--- src/rtl/srcsw_pkg.sv ---
package srcsw_pkg;

    typedef enum logic [2:0] {
        S_IDLE,
        S_PREMUTE,
        S_SWAP,
        S_PLLRST,
        S_LOCKWAIT,
        S_POSTMUTE,
        S_RELEASE,
        S_FAULT
    } seq_state_e;

    function automatic int wmax(input int a, input int b);
        return (a > b) ? a : b;
    endfunction

endpackage

--- src/rtl/srcsw_sync.sv ---
module srcsw_sync #(
    parameter int STAGES = 2
) (
    input  logic clk,
    input  logic rst_n,
    input  logic d_in,
    output logic q_out
);
    generate
        if (STAGES == 0) begin : g_bypass
            assign q_out = d_in;
        end else begin : g_chain
            logic [STAGES-1:0] chain_q;
            always_ff @(posedge clk) begin
                if (!rst_n) chain_q <= '0;
                else        chain_q <= {chain_q[STAGES-2 >= 0 ? STAGES-2 : 0 : 0], d_in};
            end
            assign q_out = chain_q[STAGES-1];
        end
    endgenerate
endmodule

--- src/rtl/srcsw_timer.sv ---
module srcsw_timer #(
    parameter int W = 16
) (
    input  logic         clk,
    input  logic         rst_n,
    input  logic         load,
    input  logic [W-1:0] load_val,
    output logic         expired
);
    logic [W-1:0] cnt_q;

    always_ff @(posedge clk) begin
        if (!rst_n)             cnt_q <= '0;
        else if (load)          cnt_q <= load_val;
        else if (cnt_q != '0)   cnt_q <= cnt_q - 1'b1;
    end

    assign expired = (cnt_q == '0);
endmodule

--- src/rtl/srcsw_req_latch.sv ---
module srcsw_req_latch (
    input  logic clk,
    input  logic rst_n,
    input  logic req_valid,
    input  logic req_sel,
    input  logic take,
    output logic pend,
    output logic pend_sel
);
    always_ff @(posedge clk) begin
        if (!rst_n) begin
            pend     <= 1'b0;
            pend_sel <= 1'b0;
        end else if (req_valid) begin
            pend     <= 1'b1;
            pend_sel <= req_sel;
        end else if (take) begin
            pend     <= 1'b0;
        end
    end
endmodule

--- src/rtl/srcsw_seq.sv ---
module srcsw_seq
    import srcsw_pkg::*;
#(
    parameter int SETTLE_W     = 16,
    parameter int RST_CYCLES   = 8,
    parameter int LOCK_TIMEOUT = 4096,
    parameter int SYNC_STAGES  = 2
) (
    input  logic                clk,
    input  logic                rst_n,
    input  logic                req_valid,
    input  logic                req_sel,
    input  logic [SETTLE_W-1:0] settle_len,
    input  logic                lock_in,
    output logic                sel_out,
    output logic                mute_out,
    output logic                pll_rst_out,
    output logic                busy,
    output logic                done,
    output logic                err
);
    localparam int TW_RST = $clog2(RST_CYCLES + 1);
    localparam int TW_TO  = $clog2(LOCK_TIMEOUT + 1);
    localparam int TMR_W  = wmax(wmax(SETTLE_W, TW_TO), TW_RST);
    localparam logic [TMR_W-1:0] RST_LOAD = TMR_W'(RST_CYCLES - 1);
    localparam logic [TMR_W-1:0] TO_LOAD  = TMR_W'(LOCK_TIMEOUT - 1);

    seq_state_e state_q, state_d;
    logic       take, pend, pend_sel;
    logic       tgt_q, sel_q;
    logic       lock_s;
    logic       tmr_load, tmr_exp;
    logic [TMR_W-1:0] tmr_val, settle_ext;

    assign settle_ext = TMR_W'(settle_len);

    srcsw_req_latch u_req (
        .clk      (clk),
        .rst_n    (rst_n),
        .req_valid(req_valid),
        .req_sel  (req_sel),
        .take     (take),
        .pend     (pend),
        .pend_sel (pend_sel)
    );

    srcsw_sync #(.STAGES(SYNC_STAGES)) u_lock_sync (
        .clk  (clk),
        .rst_n(rst_n),
        .d_in (lock_in),
        .q_out(lock_s)
    );

    srcsw_timer #(.W(TMR_W)) u_tmr (
        .clk     (clk),
        .rst_n   (rst_n),
        .load    (tmr_load),
        .load_val(tmr_val),
        .expired (tmr_exp)
    );

    // next state and timer control
    always_comb begin
        state_d  = state_q;
        take     = 1'b0;
        tmr_load = 1'b0;
        tmr_val  = '0;
        unique case (state_q)
            S_IDLE: begin
                if (pend) begin
                    take = 1'b1;
                    if (pend_sel == sel_q) begin
                        state_d = S_RELEASE;
                    end else begin
                        state_d  = S_PREMUTE;
                        tmr_load = 1'b1;
                        tmr_val  = settle_ext;
                    end
                end
            end
            S_FAULT: begin
                if (pend) begin
                    take     = 1'b1;
                    state_d  = S_PREMUTE;
                    tmr_load = 1'b1;
                    tmr_val  = settle_ext;
                end
            end
            S_PREMUTE: begin
                if (tmr_exp) state_d = S_SWAP;
            end
            S_SWAP: begin
                state_d  = S_PLLRST;
                tmr_load = 1'b1;
                tmr_val  = RST_LOAD;
            end
            S_PLLRST: begin
                if (tmr_exp) begin
                    state_d  = S_LOCKWAIT;
                    tmr_load = 1'b1;
                    tmr_val  = TO_LOAD;
                end
            end
            S_LOCKWAIT: begin
                if (lock_s) begin
                    state_d  = S_POSTMUTE;
                    tmr_load = 1'b1;
                    tmr_val  = settle_ext;
                end else if (tmr_exp) begin
                    state_d = S_FAULT;
                end
            end
            S_POSTMUTE: begin
                if (!lock_s) begin
                    state_d  = S_LOCKWAIT;
                    tmr_load = 1'b1;
                    tmr_val  = TO_LOAD;
                end else if (tmr_exp) begin
                    state_d = S_RELEASE;
                end
            end
            S_RELEASE: begin
                state_d = S_IDLE;
            end
            default: begin
                state_d = S_IDLE;
            end
        endcase
    end

    // state register
    always_ff @(posedge clk) begin
        if (!rst_n) state_q <= S_IDLE;
        else        state_q <= state_d;
    end

    // target and selection registers
    always_ff @(posedge clk) begin
        if (!rst_n) begin
            tgt_q <= 1'b0;
            sel_q <= 1'b0;
        end else begin
            if (take)               tgt_q <= pend_sel;
            if (state_q == S_SWAP)  sel_q <= tgt_q;
        end
    end

    // outputs
    always_comb begin
        mute_out    = 1'b0;
        pll_rst_out = 1'b0;
        busy        = 1'b0;
        done        = 1'b0;
        err         = 1'b0;
        unique case (state_q)
            S_IDLE: begin
            end
            S_PREMUTE, S_SWAP, S_LOCKWAIT, S_POSTMUTE: begin
                mute_out = 1'b1;
                busy     = 1'b1;
            end
            S_PLLRST: begin
                mute_out    = 1'b1;
                pll_rst_out = 1'b1;
                busy        = 1'b1;
            end
            S_RELEASE: begin
                busy = 1'b1;
                done = 1'b1;
            end
            S_FAULT: begin
                mute_out = 1'b1;
                err      = 1'b1;
            end
            default: begin
            end
        endcase
    end

    assign sel_out = sel_q;
endmodule

--- config.mk ---
export PLATFORM = sky130hd
export DESIGN_NAME = srcsw_seq
export DESIGN_NICKNAME = d
export VERILOG_FILES = /design/src/rtl/srcsw_pkg.sv /design/src/rtl/srcsw_sync.sv /design/src/rtl/srcsw_timer.sv /design/src/rtl/srcsw_req_latch.sv /design/src/rtl/srcsw_seq.sv
export SDC_FILE = /design/constraint.sdc
export NUM_CORES = 1
export LEC_CHECK = 0
export BUFFER_PORTS_ARGS = -buffer_cell sky130_fd_sc_hd__buf_2
export CAP_MARGIN = 20
export CORE_AREA = 2 2 59 61
export CTS_CLUSTER_DIAMETER = 150
export DETAILED_ROUTE_END_ITERATION = 8
export DIE_AREA = 0 0 61 63
export PLACE_DENSITY = 0.79
export SLEW_MARGIN = 20
export SYNTH_ARGS = -nofsm -noshare
export SYNTH_HDL_FRONTEND = slang
export SYNTH_SLANG_ARGS = --single-unit
--- constraint.sdc ---
create_clock -name clk -period 1.9 [get_ports clk]
set_input_delay 0.095 -clock clk [delete_from_list [all_inputs] [get_ports clk]]
set_output_delay 0.095 -clock clk [all_outputs]
set_load 0.02 [all_outputs]
==> impl_metrics.env, run 1 <==
export IMPL_cts_tree="done"
export IMPL_htreeDepth=1
export IMPL_io_pins=27
export IMPL_fin_skew_ps=14.2
export IMPL_path_delay_family="simple AND/OR/NAND/NOR gates"
export IMPL_antenna_found_initial=0
export IMPL_synth_fp_nets=205
export IMPL_drt_antenna_violating_nets=0
export IMPL_path_buf_inv=3
export IMPL_die_area_mm2=0.00384
export IMPL_p_leak_uw=0.000909
export IMPL_cp_num_cells=9
export IMPL_crit_path_frequent_cell="buf_4"
export IMPL_ys_flop_type="dfxtp_1"
export IMPL_cts_buffers=3
export IMPL_fmax_mhz=525
export IMPL_routedWlPerCell_um=14.7
export IMPL_async_flop_share_pct=0
export IMPL_grtUsageTotal_pct=22.3
export IMPL_mostFrequentLayoutCell="buf_4"
export IMPL_reg2reg_depth=9
export IMPL_crit_arrival_ps=2150
export IMPL_drc=0
export IMPL_grt_pass1_vias=1450
export IMPL_worst_slew_pin_slew_ps=343
export IMPL_setup_slack_ps=-3.32
export IMPL_drive_gt1_share_pct=37.8
export IMPL_grt_start_max_net_pins=16
export IMPL_fin_util_pct=64.8
export IMPL_clock_latency_ps=340
export IMPL_firstDrtPassIters=4
export IMPL_yosysTopAreaCellShare_pct=33.3
export IMPL_place_gp_congestion=0.864
export IMPL_r2r_end="u_tmr.cnt_q[12]"
export IMPL_required_ps=2150
export IMPL_syn_area_mm2=0.00150
export IMPL_dp_hpwl_um=2910
export IMPL_yosysWarnings=0
export IMPL_num_antenna_cells=0
export IMPL_slew_headroom_pct=76.8
export IMPL_grt_pass1_wl_um=6600
export IMPL_wl_um=4220
export IMPL_rr_startpoint="u_tmr.cnt_q[1]"
export IMPL_rows=21
export IMPL_period_needed_ps=1900
export IMPL_period_share_pct=100
export IMPL_ys_ff_latch=25
export IMPL_rsz0062_at_grt="yes"
export IMPL_hold_viol=0
export IMPL_nNetsFinal=265
export IMPL_final_cell_mix="buf_4 (30), buf_2 (26), dfxtp_1 (23), nor2_1 (19), nand2_1 (16)"
export IMPL_clk_pin_slew_ps=150
export IMPL_drv_slew=0
export IMPL_vias=1567
export IMPL_slowest_stage="or3_4"
export IMPL_hold_ws_ps=2.55
export IMPL_synth_edff_count=0
export IMPL_synth_area_leaders="dfxtp_1 (33%), xor2_1 (5.8%), nor2_1 (4.7%), nand2_1 (4.0%), xnor2_1 (3.5%)"
export IMPL_startpoint="u_tmr.cnt_q[1]"
export IMPL_avgSynthCellArea_um2=8.26
export IMPL_violations="setup timing"
export IMPL_synthDistinctLibCells=51
export IMPL_overflow=0
export IMPL_syn_inst=182
export IMPL_cts_sinks=25
export IMPL_area_growth_pct=39.5
export IMPL_setup_viol=1
export IMPL_vdd_ir_drop_worst_v=0.000968
export IMPL_maxCapViolations=0
export IMPL_crit_path_end_kind="flip-flop"
export IMPL_path_cells="inv_2 > ha_2 > nor3b_4 > buf_4 > buf_4 > nand3_2 > or3_4 > xor2_1 > o21ai_1"
export IMPL_hold_path_class="input port to flip-flop"
export IMPL_fp_dieH_um=63
export IMPL_fillerInstances=270
export IMPL_numPortBuffers=26
export IMPL_core_area_mm2=0.00323
export IMPL_die_width_um=61
export IMPL_cts_buffer_depth=2
export IMPL_start_util_pct=46.5
export IMPL_drt_vias_per_instance=5.46
export IMPL_regArea_um2=503
export IMPL_yosysTopAreaCell="dfxtp_1"
export IMPL_cpPeakStageDelay_ps=410
export IMPL_drt_first_iter_violations=80
export IMPL_p_per_area_mw_per_mm2=1830
export IMPL_ctsRootBufferMaster="clkbuf_4"
export IMPL_multi_input_area_mm2=0.00106
export IMPL_worstSetupStartpointType="flip-flop"
export IMPL_path_class="flip-flop to flip-flop"
export IMPL_ys_seq_area_share_pct=33.3
export IMPL_reg2reg_slack_ps=-3
export IMPL_cp_endpoint="u_tmr.cnt_q[12]"
export IMPL_path_max_fanout=4
export IMPL_status="finished, violations left"
worst min-delay path, delay by kind of cell:
kind                   cells  cell delay, ps
and+or+nand+nor            1              70
AOI/OAI and AO/OA          1              40
buffers and inverters      1              90
metrics by stage:
stage          worst slack, ps  std cells  setup TNS (ps)  total power (µW)  instance area, µm²
6_report                 -3.32        287           -3.32              3830                2100
5_1_grt                  -74.6        287            -243              4120                2100
4_1_cts                   3.63        284               0              3480                1980
3_5_place_dp             -21.4        274           -51.8              3120                1860
3_3_place_gp             -15.1        274           -25.6              3070                1860
2_1_floorplan             15.6        182               0              2360                1500
final cells by class:
class                   count  area share [%]
clock buffers               3            1.07
clock inverters             1           0.358
inverters                   6            1.07
multi-input cells         143            50.4
flip-flops and latches     25            24.0
well taps                  46            2.75
repair buffers             63            20.3
where the power goes:
group	total (µW)	internal [µW]	switching, µW
registers	963	715	248
logic	2620	1300	1320
clock network	249	80.8	168
total	3830	2100	1730
cells by family after synthesis:
logic type	count (synthesis)	synth area share [%]
AND/OR/NAND/NOR	81	29.5
AO/OA/AOI/OAI	39	18.7
flip-flops	25	33.3
XOR/XNOR	16	9.33
buffers and inverters	14	4.16
multiplexers	5	3.33
adder cells (fa/ha/maj)	2	1.67
cell usage after synthesis (2+ instances only):
| library cell | instances |
|---|---|
| o31ai_1 | 3 |
| nor3_1 | 8 |
| o21ai_1 | 3 |
| clkbuf_1 | 5 |
| dfxtp_1 | 25 |
| mux2i_1 | 5 |
| nor4b_1 | 2 |
| nor4_1 | 2 |
| or4_1 | 2 |
| ha_1 | 2 |
| xor2_1 | 10 |
| nor2_1 | 19 |
| buf_2 | 2 |
| a31oi_1 | 5 |
| nand2_1 | 16 |
| inv_1 | 4 |
| xnor2_1 | 6 |
| nand2b_1 | 2 |
| or2_1 | 2 |
| o21ai_0 | 3 |
| nand3b_1 | 2 |
| a2111oi_1 | 2 |
| or2_2 | 4 |
| and2_1 | 2 |
| a21oi_1 | 9 |
| or3_1 | 2 |
| nand3_1 | 9 |
| nor4_2 | 2 |
| o211ai_1 | 2 |
metal layers:
layer  GRT usage (%)  share of wire (%)  vias up
li1                -                  -      775
met2            34.7                 47       47
met5               0                  0        -
met4            6.79                2.3        0
met1            31.0                 46      733
met3            3.93                4.2       12
sequential cells by signal, indices dropped and copies added (netlist names):
register / count
u_tmr.cnt_q: 16
u_req.pend_sel: 1
state_q: 3
u_lock_sync.g_chain.chain_q: 2
tgt_q: 1
sel_out: 1
u_req.pend: 1
timing repair:
item                                    CTS  global route
hold buffers                              5             2
gates resized for setup                   7            19
setup buffers                             1             1
pin swaps                                 0             3
endpoints found under the setup margin    9            16
endpoints found under the hold margin     5             2
worst min path at each step:
| stage | start | to | slack, ps | cells past startpoint |
|---|---|---|---|---|
| after global routing | settle_len[3] | u_tmr.cnt_q[3] | -1 | 3 |
| after detailed placement | lock_in | u_lock_sync.g_chain.chain_q[0] | 310 | 2 |
| final | req_valid | u_req.pend | 3 | 3 |
| after floorplan | req_valid | u_req.pend | 210 | 2 |
| after CTS | req_valid | u_req.pend | 4 | 3 |
| after global placement | lock_in | u_lock_sync.g_chain.chain_q[0] | 300 | 2 |
No activity file was read; power rests on OpenSTA's default activity.
==> inputs of run 2 (changes only) <==
--- a/config.mk
+++ b/config.mk
@@ -5,13 +5,13 @@
 export SDC_FILE = /design/constraint.sdc
 export NUM_CORES = 1
 export LEC_CHECK = 0
-export BUFFER_PORTS_ARGS = -buffer_cell sky130_fd_sc_hd__buf_2
 export CAP_MARGIN = 20
-export CORE_AREA = 2 2 59 61
+export CORE_AREA = 2 2 55 57
 export CTS_CLUSTER_DIAMETER = 150
 export DETAILED_ROUTE_END_ITERATION = 8
-export DIE_AREA = 0 0 61 63
-export PLACE_DENSITY = 0.79
+export DIE_AREA = 0 0 57 59
+export DONT_BUFFER_PORTS = 1
+export PLACE_DENSITY = 0.8
 export SLEW_MARGIN = 20
 export SYNTH_ARGS = -nofsm -noshare
 export SYNTH_HDL_FRONTEND = slang
==> run 2 against run 1 <==
- via count increased by 2.5%
- final cell count down 11%
- critical endpoint is now u_tmr.cnt_q[7]
- first-iteration DRC count rose by 44%
- final area fell by 1.9%
- the run still ends with setup timing left
- sequential power is 5% higher
- worst setup slack worse by 32 ps
- count of clock-buffer cells in the layout did not move
- sequential share of layout area is 0.82 points higher
- critical path depth shrank 4
- non-clock buffer count shrank 16
- global-route usage is 5.0 points higher
- fmax decreased by 1.7%
==> impl_metrics.env, run 2 (same netlist as run 1, synthesis figures left out) <==
export IMPL_setup_slack_ps=-35.8
export IMPL_place_gp_congestion=0.902
export IMPL_drt_antenna_violating_nets=0
export IMPL_maxCapViolations=0
export IMPL_period_needed_ps=1940
export IMPL_firstDrtPassIters=5
export IMPL_path_max_fanout=5
export IMPL_core_area_mm2=0.00271
export IMPL_rows=19
export IMPL_setup_viol=1
export IMPL_p_per_area_mw_per_mm2=1850
export IMPL_clk_pin_slew_ps=160
export IMPL_wl_um=4780
export IMPL_fp_dieH_um=59
export IMPL_grt_start_max_net_pins=17
export IMPL_cts_sinks=25
export IMPL_final_cell_mix="buf_4 (28), nor2_1 (19), dfxtp_1 (19), dlygate4sd3_1 (17), nand2_1 (16)"
export IMPL_antenna_found_initial=0
export IMPL_hold_ws_ps=5.83
export IMPL_slew_headroom_pct=69.8
export IMPL_die_area_mm2=0.00336
export IMPL_numPortBuffers=0
export IMPL_drt_vias_per_instance=6.27
export IMPL_grt_pass1_wl_um=7090
export IMPL_die_width_um=57
export IMPL_mostFrequentLayoutCell="buf_4"
export IMPL_crit_path_end_kind="flip-flop"
export IMPL_vdd_ir_drop_worst_v=0.00173
export IMPL_path_class="flip-flop to flip-flop"
export IMPL_num_antenna_cells=0
export IMPL_worst_slew_pin_slew_ps=451
export IMPL_p_leak_uw=0.000846
export IMPL_io_pins=27
export IMPL_area_growth_pct=36.9
export IMPL_path_cells="or4_1 > buf_4 > nor3_1 > xnor2_1 > a211oi_2"
export IMPL_drv_slew=0
export IMPL_fin_skew_ps=21.1
export IMPL_overflow=0
export IMPL_period_share_pct=102
export IMPL_required_ps=2160
export IMPL_startpoint="u_tmr.cnt_q[0]"
export IMPL_fin_util_pct=75.9
export IMPL_cts_tree="done"
export IMPL_cts_buffer_depth=2
export IMPL_htreeDepth=1
export IMPL_grtUsageTotal_pct=27.4
export IMPL_fmax_mhz=517
export IMPL_rr_startpoint="u_tmr.cnt_q[0]"
export IMPL_slowest_stage="or4_1"
export IMPL_drive_gt1_share_pct=30.2
export IMPL_dp_hpwl_um=3000
export IMPL_drc=0
export IMPL_cts_buffers=3
export IMPL_status="finished, violations left"
export IMPL_crit_arrival_ps=2190
export IMPL_post_place_ws_ps=-192
export IMPL_ctsRootBufferMaster="clkbuf_4"
export IMPL_hold_path_class="input port to flip-flop"
export IMPL_grt_pass1_vias=1482
export IMPL_power_total_uw=3810
export IMPL_placedCellCount=234
export IMPL_largest_reg_flops=16
export IMPL_routedWlPerCell_um=18.7
export IMPL_top_register="u_tmr.cnt_q"
export IMPL_top_regs="u_tmr.cnt_q x16, state_q x3, u_lock_sync.g_chain.chain_q x2"
export IMPL_fin_cells=256
export IMPL_start_util_pct=55.4
export IMPL_worstSetupStartpointType="flip-flop"
export IMPL_hold_viol=0
export IMPL_drt_first_iter_violations=115
export IMPL_nNetsFinal=249
export IMPL_cpPeakStageDelay_ps=580
export IMPL_min_delay_start="settle_len[9]"
export IMPL_vias=1606
export IMPL_clock_latency_ps=340
export IMPL_violations="setup timing"
-- run 2: changes by cell type in the layout (fill, tap and decap cells not counted), moves of 2 or more --
cell / previous run / this run
buf_4: 30 / 28
dfxtp_2: 2 / 5
dlygate4sd3_1: 7 / 17
a2111oi_2: 3 / 1
or4_1: 0 / 2
or4_4: 2 / 0
buf_6: 0 / 2
dfxtp_1: 23 / 19
buf_2: 26 / 0
-- run 2: timing repair --
action,4_1_cts,5_1_grt
setup endpoints to repair,19,15
gates resized for setup,7,24
buffers inserted,0,1
cloned,0,0
hold buffers,17,0
endpoints found under the hold margin,20,0
pin swaps,1,2
-- run 2: per-stage QoR --
step	instance area (µm²)	setup TNS (ps)
3_5_place_dp	1720	-1880
4_1_cts	1950	0
3_3_place_gp	1720	0
5_1_grt	2060	-124
6_report	2060	-35.8
2_1_floorplan	1500	0
-- run 2: routing by layer --
layer,global-route usage (%),routed length [µm],share of wire [%]
met1,34.5,1930,40
met2,47.5,2390,50
met3,3.49,358,7.5
met4,11.3,94,2.0
met5,0,0,0
-- run 2: worst max-delay path, delay by kind of cell (launching register included) --
| kind | cells | cell delay, ps |
|---|---|---|
| AO/OA/AOI/OAI | 1 | 300 |
| XOR/XNOR | 1 | 160 |
| buffers and inverters | 1 | 190 |
| flip-flops | 1 | 370 |
| AND/OR/NAND/NOR | 2 | 820 |
-- run 2: path summary, 6_finish.rpt --
path	slack (ps)	cells past startpoint	endpoint
max	-40	5	u_tmr.cnt_q[7]
min	6	2	u_tmr.cnt_q[9]
max reg2reg	-40	5	u_tmr.cnt_q[7]
min reg2reg	480	1	u_lock_sync.g_chain.chain_q[1]
-- run 2: final cells by class --
| type | instances | area, µm² |
|---|---|---|
| inverter | 6 | 22.5 |
| tap | 31 | 38.8 |
| multi-input combinational | 143 | 1050 |
| sequential | 25 | 510 |
| clock buffer | 3 | 22.5 |
| timing repair buffer | 47 | 403 |
| clock inverter | 1 | 7.51 |
| fill | 179 | 653 |
-- run 2: report_power, final --
part	leakage [µW]	internal (µW)	switching (µW)
clock network	0.0000139	80.9	177
logic	0.000624	1190	1350
registers	0.000208	728	284
==> inputs of run 3 (changes only) <==
--- a/config.mk
+++ b/config.mk
@@ -6,13 +6,15 @@
 export NUM_CORES = 1
 export LEC_CHECK = 0
 export CAP_MARGIN = 20
-export CORE_AREA = 2 2 55 57
+export CORE_AREA = 2 2 64 54
 export CTS_CLUSTER_DIAMETER = 150
+export CTS_CLUSTER_SIZE = 8
 export DETAILED_ROUTE_END_ITERATION = 8
-export DIE_AREA = 0 0 57 59
+export DIE_AREA = 0 0 66 56
 export DONT_BUFFER_PORTS = 1
-export PLACE_DENSITY = 0.8
+export PLACE_DENSITY = 0.79
 export SLEW_MARGIN = 20
 export SYNTH_ARGS = -nofsm -noshare
 export SYNTH_HDL_FRONTEND = slang
+export SYNTH_HIERARCHICAL = 1
 export SYNTH_SLANG_ARGS = --single-unit
==> run 3 against run 2 <==
- the flow still finishes with violations (setup timing)
- critical path type unchanged
- fmax shrank 12%
- first-iteration DRC count rose by 76%
- final area is 8.9% higher
- critical path depth grew 6
==> impl_metrics.env, run 3 <==
export IMPL_status="finished, violations left"
export IMPL_violations="setup timing"
export IMPL_ys_top_cells_by_count="dfxtp_1 (25), nand2_1 (22), a21o_1 (12), nor2_1 (12)"
export IMPL_dp_hpwl_um=3140
export IMPL_synth_area_leaders="dfxtp_1 (30%), a21o_1 (5.5%), nand2_1 (5.0%), xor2_1 (4.8%), and2_1 (4.2%)"
export IMPL_cts_buffers=3
export IMPL_cts_sinks=25
export IMPL_drt_vias_per_instance=6.23
export IMPL_slew_headroom_pct=65.5
export IMPL_fmax_mhz=457
export IMPL_synth_most_common_cell="dfxtp_1"
export IMPL_fin_skew_ps=5.77
export IMPL_mostFrequentLayoutCell="buf_4"
export IMPL_nNetsFinal=274
export IMPL_final_cell_mix="buf_4 (44), nand2_1 (21), dfxtp_1 (20), nor2_1 (12), a21o_1 (12)"
export IMPL_num_antenna_cells=0
export IMPL_crit_arrival_ps=2350
export IMPL_path_max_fanout=4
export IMPL_yosysTopAreaCellShare_pct=30.3
export IMPL_grt_pass1_wl_um=8140
export IMPL_die_width_um=66
export IMPL_path_class="flip-flop to flip-flop"
export IMPL_power_switching_uw=1960
export IMPL_htreeDepth=1
export IMPL_place_area_mm2=0.00202
export IMPL_wl_um=5280
export IMPL_vias=1812
export IMPL_sw_frac_of_total_pct=45.3
export IMPL_slowest_stage="dfxtp_2"
export IMPL_startpoint="u_tmr/cnt_q[0]"
export IMPL_io_pins=27
export IMPL_p_leak_uw=0.000994
export IMPL_hold_viol=0
export IMPL_rsz0062_at_grt="yes"
export IMPL_worst_slew_pin_slew_ps=516
export IMPL_ys_ff_latch=25
export IMPL_routedWlPerCell_um=18.1
export IMPL_avgSynthCellArea_um2=8.16
export IMPL_async_flop_share_pct=0
export IMPL_die_area_mm2=0.00370
export IMPL_post_place_ws_ps=-187
export IMPL_cts_buffer_depth=2
export IMPL_yosysWarnings=6
export IMPL_syn_area_mm2=0.00165
export IMPL_setup_tns_ps=-3540
export IMPL_top_regs="u_tmr/cnt_q x16, state_q x3, u_lock_sync/g_chain.chain_q x2"
export IMPL_worstSetupStartpointType="flip-flop"
export IMPL_grt_start_max_net_pins=17
export IMPL_p_per_area_mw_per_mm2=1930
export IMPL_use_met1_pct=40.7
export IMPL_fillerInstances=199
export IMPL_synth_edff_count=0
export IMPL_use_met2_pct=40.7
export IMPL_ys_seq_area_share_pct=30.3
export IMPL_largest_reg_flops=16
export IMPL_combPwrFrac_pct=70.5
export IMPL_vdd_ir_drop_worst_v=0.00101
export IMPL_setup_viol=17
export IMPL_drc=0
export IMPL_power_share_sequential_pct=21.6
export IMPL_numPortBuffers=0
export IMPL_p_clk_share_pct=7.9
export IMPL_firstDrtPassIters=4
export IMPL_start_util_pct=54.6
export IMPL_drv_slew=0
export IMPL_min_delay_start="rst_n"
export IMPL_fin_area_mm2=0.00224
export IMPL_clock_latency_ps=280
export IMPL_cts_tree="done"
export IMPL_synthDistinctLibCells=54
export IMPL_overflow=0
export IMPL_period_share_pct=115
export IMPL_drt_antenna_violating_nets=0
export IMPL_top_register="u_tmr/cnt_q"
export IMPL_crit_path_end_kind="flip-flop"
export IMPL_core_area_mm2=0.00302
export IMPL_hold_path_class="input port to flip-flop"
export IMPL_drt_first_iter_violations=202
export IMPL_ys_flop_type="dfxtp_1"
export IMPL_yosysTopAreaCell="dfxtp_1"
export IMPL_path_cells="inv_2 > ha_4 > nor2b_4 > nand3_4 > nor4_4 > o21ai_1 > nand2_1 > or2_4 > mux2_4 > o311ai_4 > o211ai_1"
export IMPL_rr_startpoint="u_tmr/cnt_q[0]"
export IMPL_antenna_found_initial=0
export IMPL_synth_fp_nets=224
export IMPL_ctsRootBufferMaster="clkbuf_8"
export IMPL_syn_inst=202
export IMPL_cpPeakStageDelay_ps=340
export IMPL_power_internal_uw=2360
export IMPL_top_usage_layer="met1"
export IMPL_grtUsageTotal_pct=27.7
export IMPL_place_gp_congestion=0.853
export IMPL_period_needed_ps=2190
export IMPL_fp_dieH_um=56
export IMPL_clk_pin_slew_ps=100
export IMPL_maxCapViolations=0
export IMPL_drive_gt1_share_pct=34.7
export IMPL_area_growth_pct=35.9
export IMPL_grt_pass1_vias=1713
export IMPL_required_ps=2060
export IMPL_rows=18
export IMPL_regArea_um2=507
export IMPL_setup_slack_ps=-288
export IMPL_grt_util_met3_pct=5.06
export IMPL_multi_input_area_mm2=0.00115
run 3: cell types whose count changed after synthesis, moves of 7 or more:
cell	before	now
nor2_1	19	12
a21o_1	1	12
and2_1	2	11
o21ai_0	3	11
run 3: cells by family after synthesis:
family	share of synthesized area, %
and+or+nand+nor	31.2
muxes	2.50
xor gates and xnor gates	6.90
buffers and inverters	5.69
DFF	30.3
AOI/OAI and AO/OA	22.6
adders and majority gates	0.759
run 3: worst paths after layout:
kind / endpoint / slack, ps / cells past startpoint
setup / recovery: u_tmr/cnt_q[15] / -290 / 11
hold reg to reg: u_lock_sync/g_chain.chain_q[1] / 450 / 1
setup reg to reg: u_tmr/cnt_q[15] / -290 / 11
hold / removal: u_tmr/cnt_q[15] / 9 / 2
run 3: metal layers:
| layer | part of all wire (%) | wire, µm |
|---|---|---|
| met2 | 45 | 2400 |
| met3 | 10 | 544 |
| met1 | 42 | 2190 |
| met5 | 0 | 0 |
| met4 | 2.7 | 140 |
run 3: layout make-up:
class	instances	share of cell area, %
multi-input combinational	161	51.5
sequential	25	22.6
timing repair buffer	54	20.2
tap	40	2.23
clock buffer	3	1.84
inverter	7	1.17
clock inverter	1	0.391
run 3: through the flow:
stage	hold WS (ps)	utilization, %	cells	power, µW
6_report	9.05	74.3	291	4320
5_1_grt	9.15	74.3	291	4580
4_1_cts	3.15	71.8	288	3990
3_5_place_dp	220	66.9	276	3470
3_3_place_gp	220	66.9	276	3370
2_1_floorplan	213	-	202	2560
run 3: power groups by stage:
stage | Combinational, µW | Clock [µW] | Sequential (µW)
3_5_place_dp | 2560 | 0 | 917
6_report | 3040 | 343 | 931
4_1_cts | 2730 | 344 | 913
3_3_place_gp | 2480 | 0 | 898
2_1_floorplan | 1630 | 0 | 934
5_1_grt | 3270 | 369 | 943
run 3: timing repair:
action	4_1_cts	5_1_grt
gates resized for setup	8	14
buffers inserted	4	3
hold endpoints to repair	13	1
pin swaps	8	10
hold buffers	5	1
setup endpoints to repair	17	17
run 3: worst max-delay path: cells and delay by family, from the launching register on:
| kind | cells | cell delay, ps |
|---|---|---|
| muxes | 1 | 320 |
| and+or+nand+nor | 5 | 870 |
| AOI/OAI and AO/OA | 3 | 320 |
| buffers and inverters | 1 | 70 |
| adders and majority gates | 1 | 140 |
| DFF | 1 | 340 |
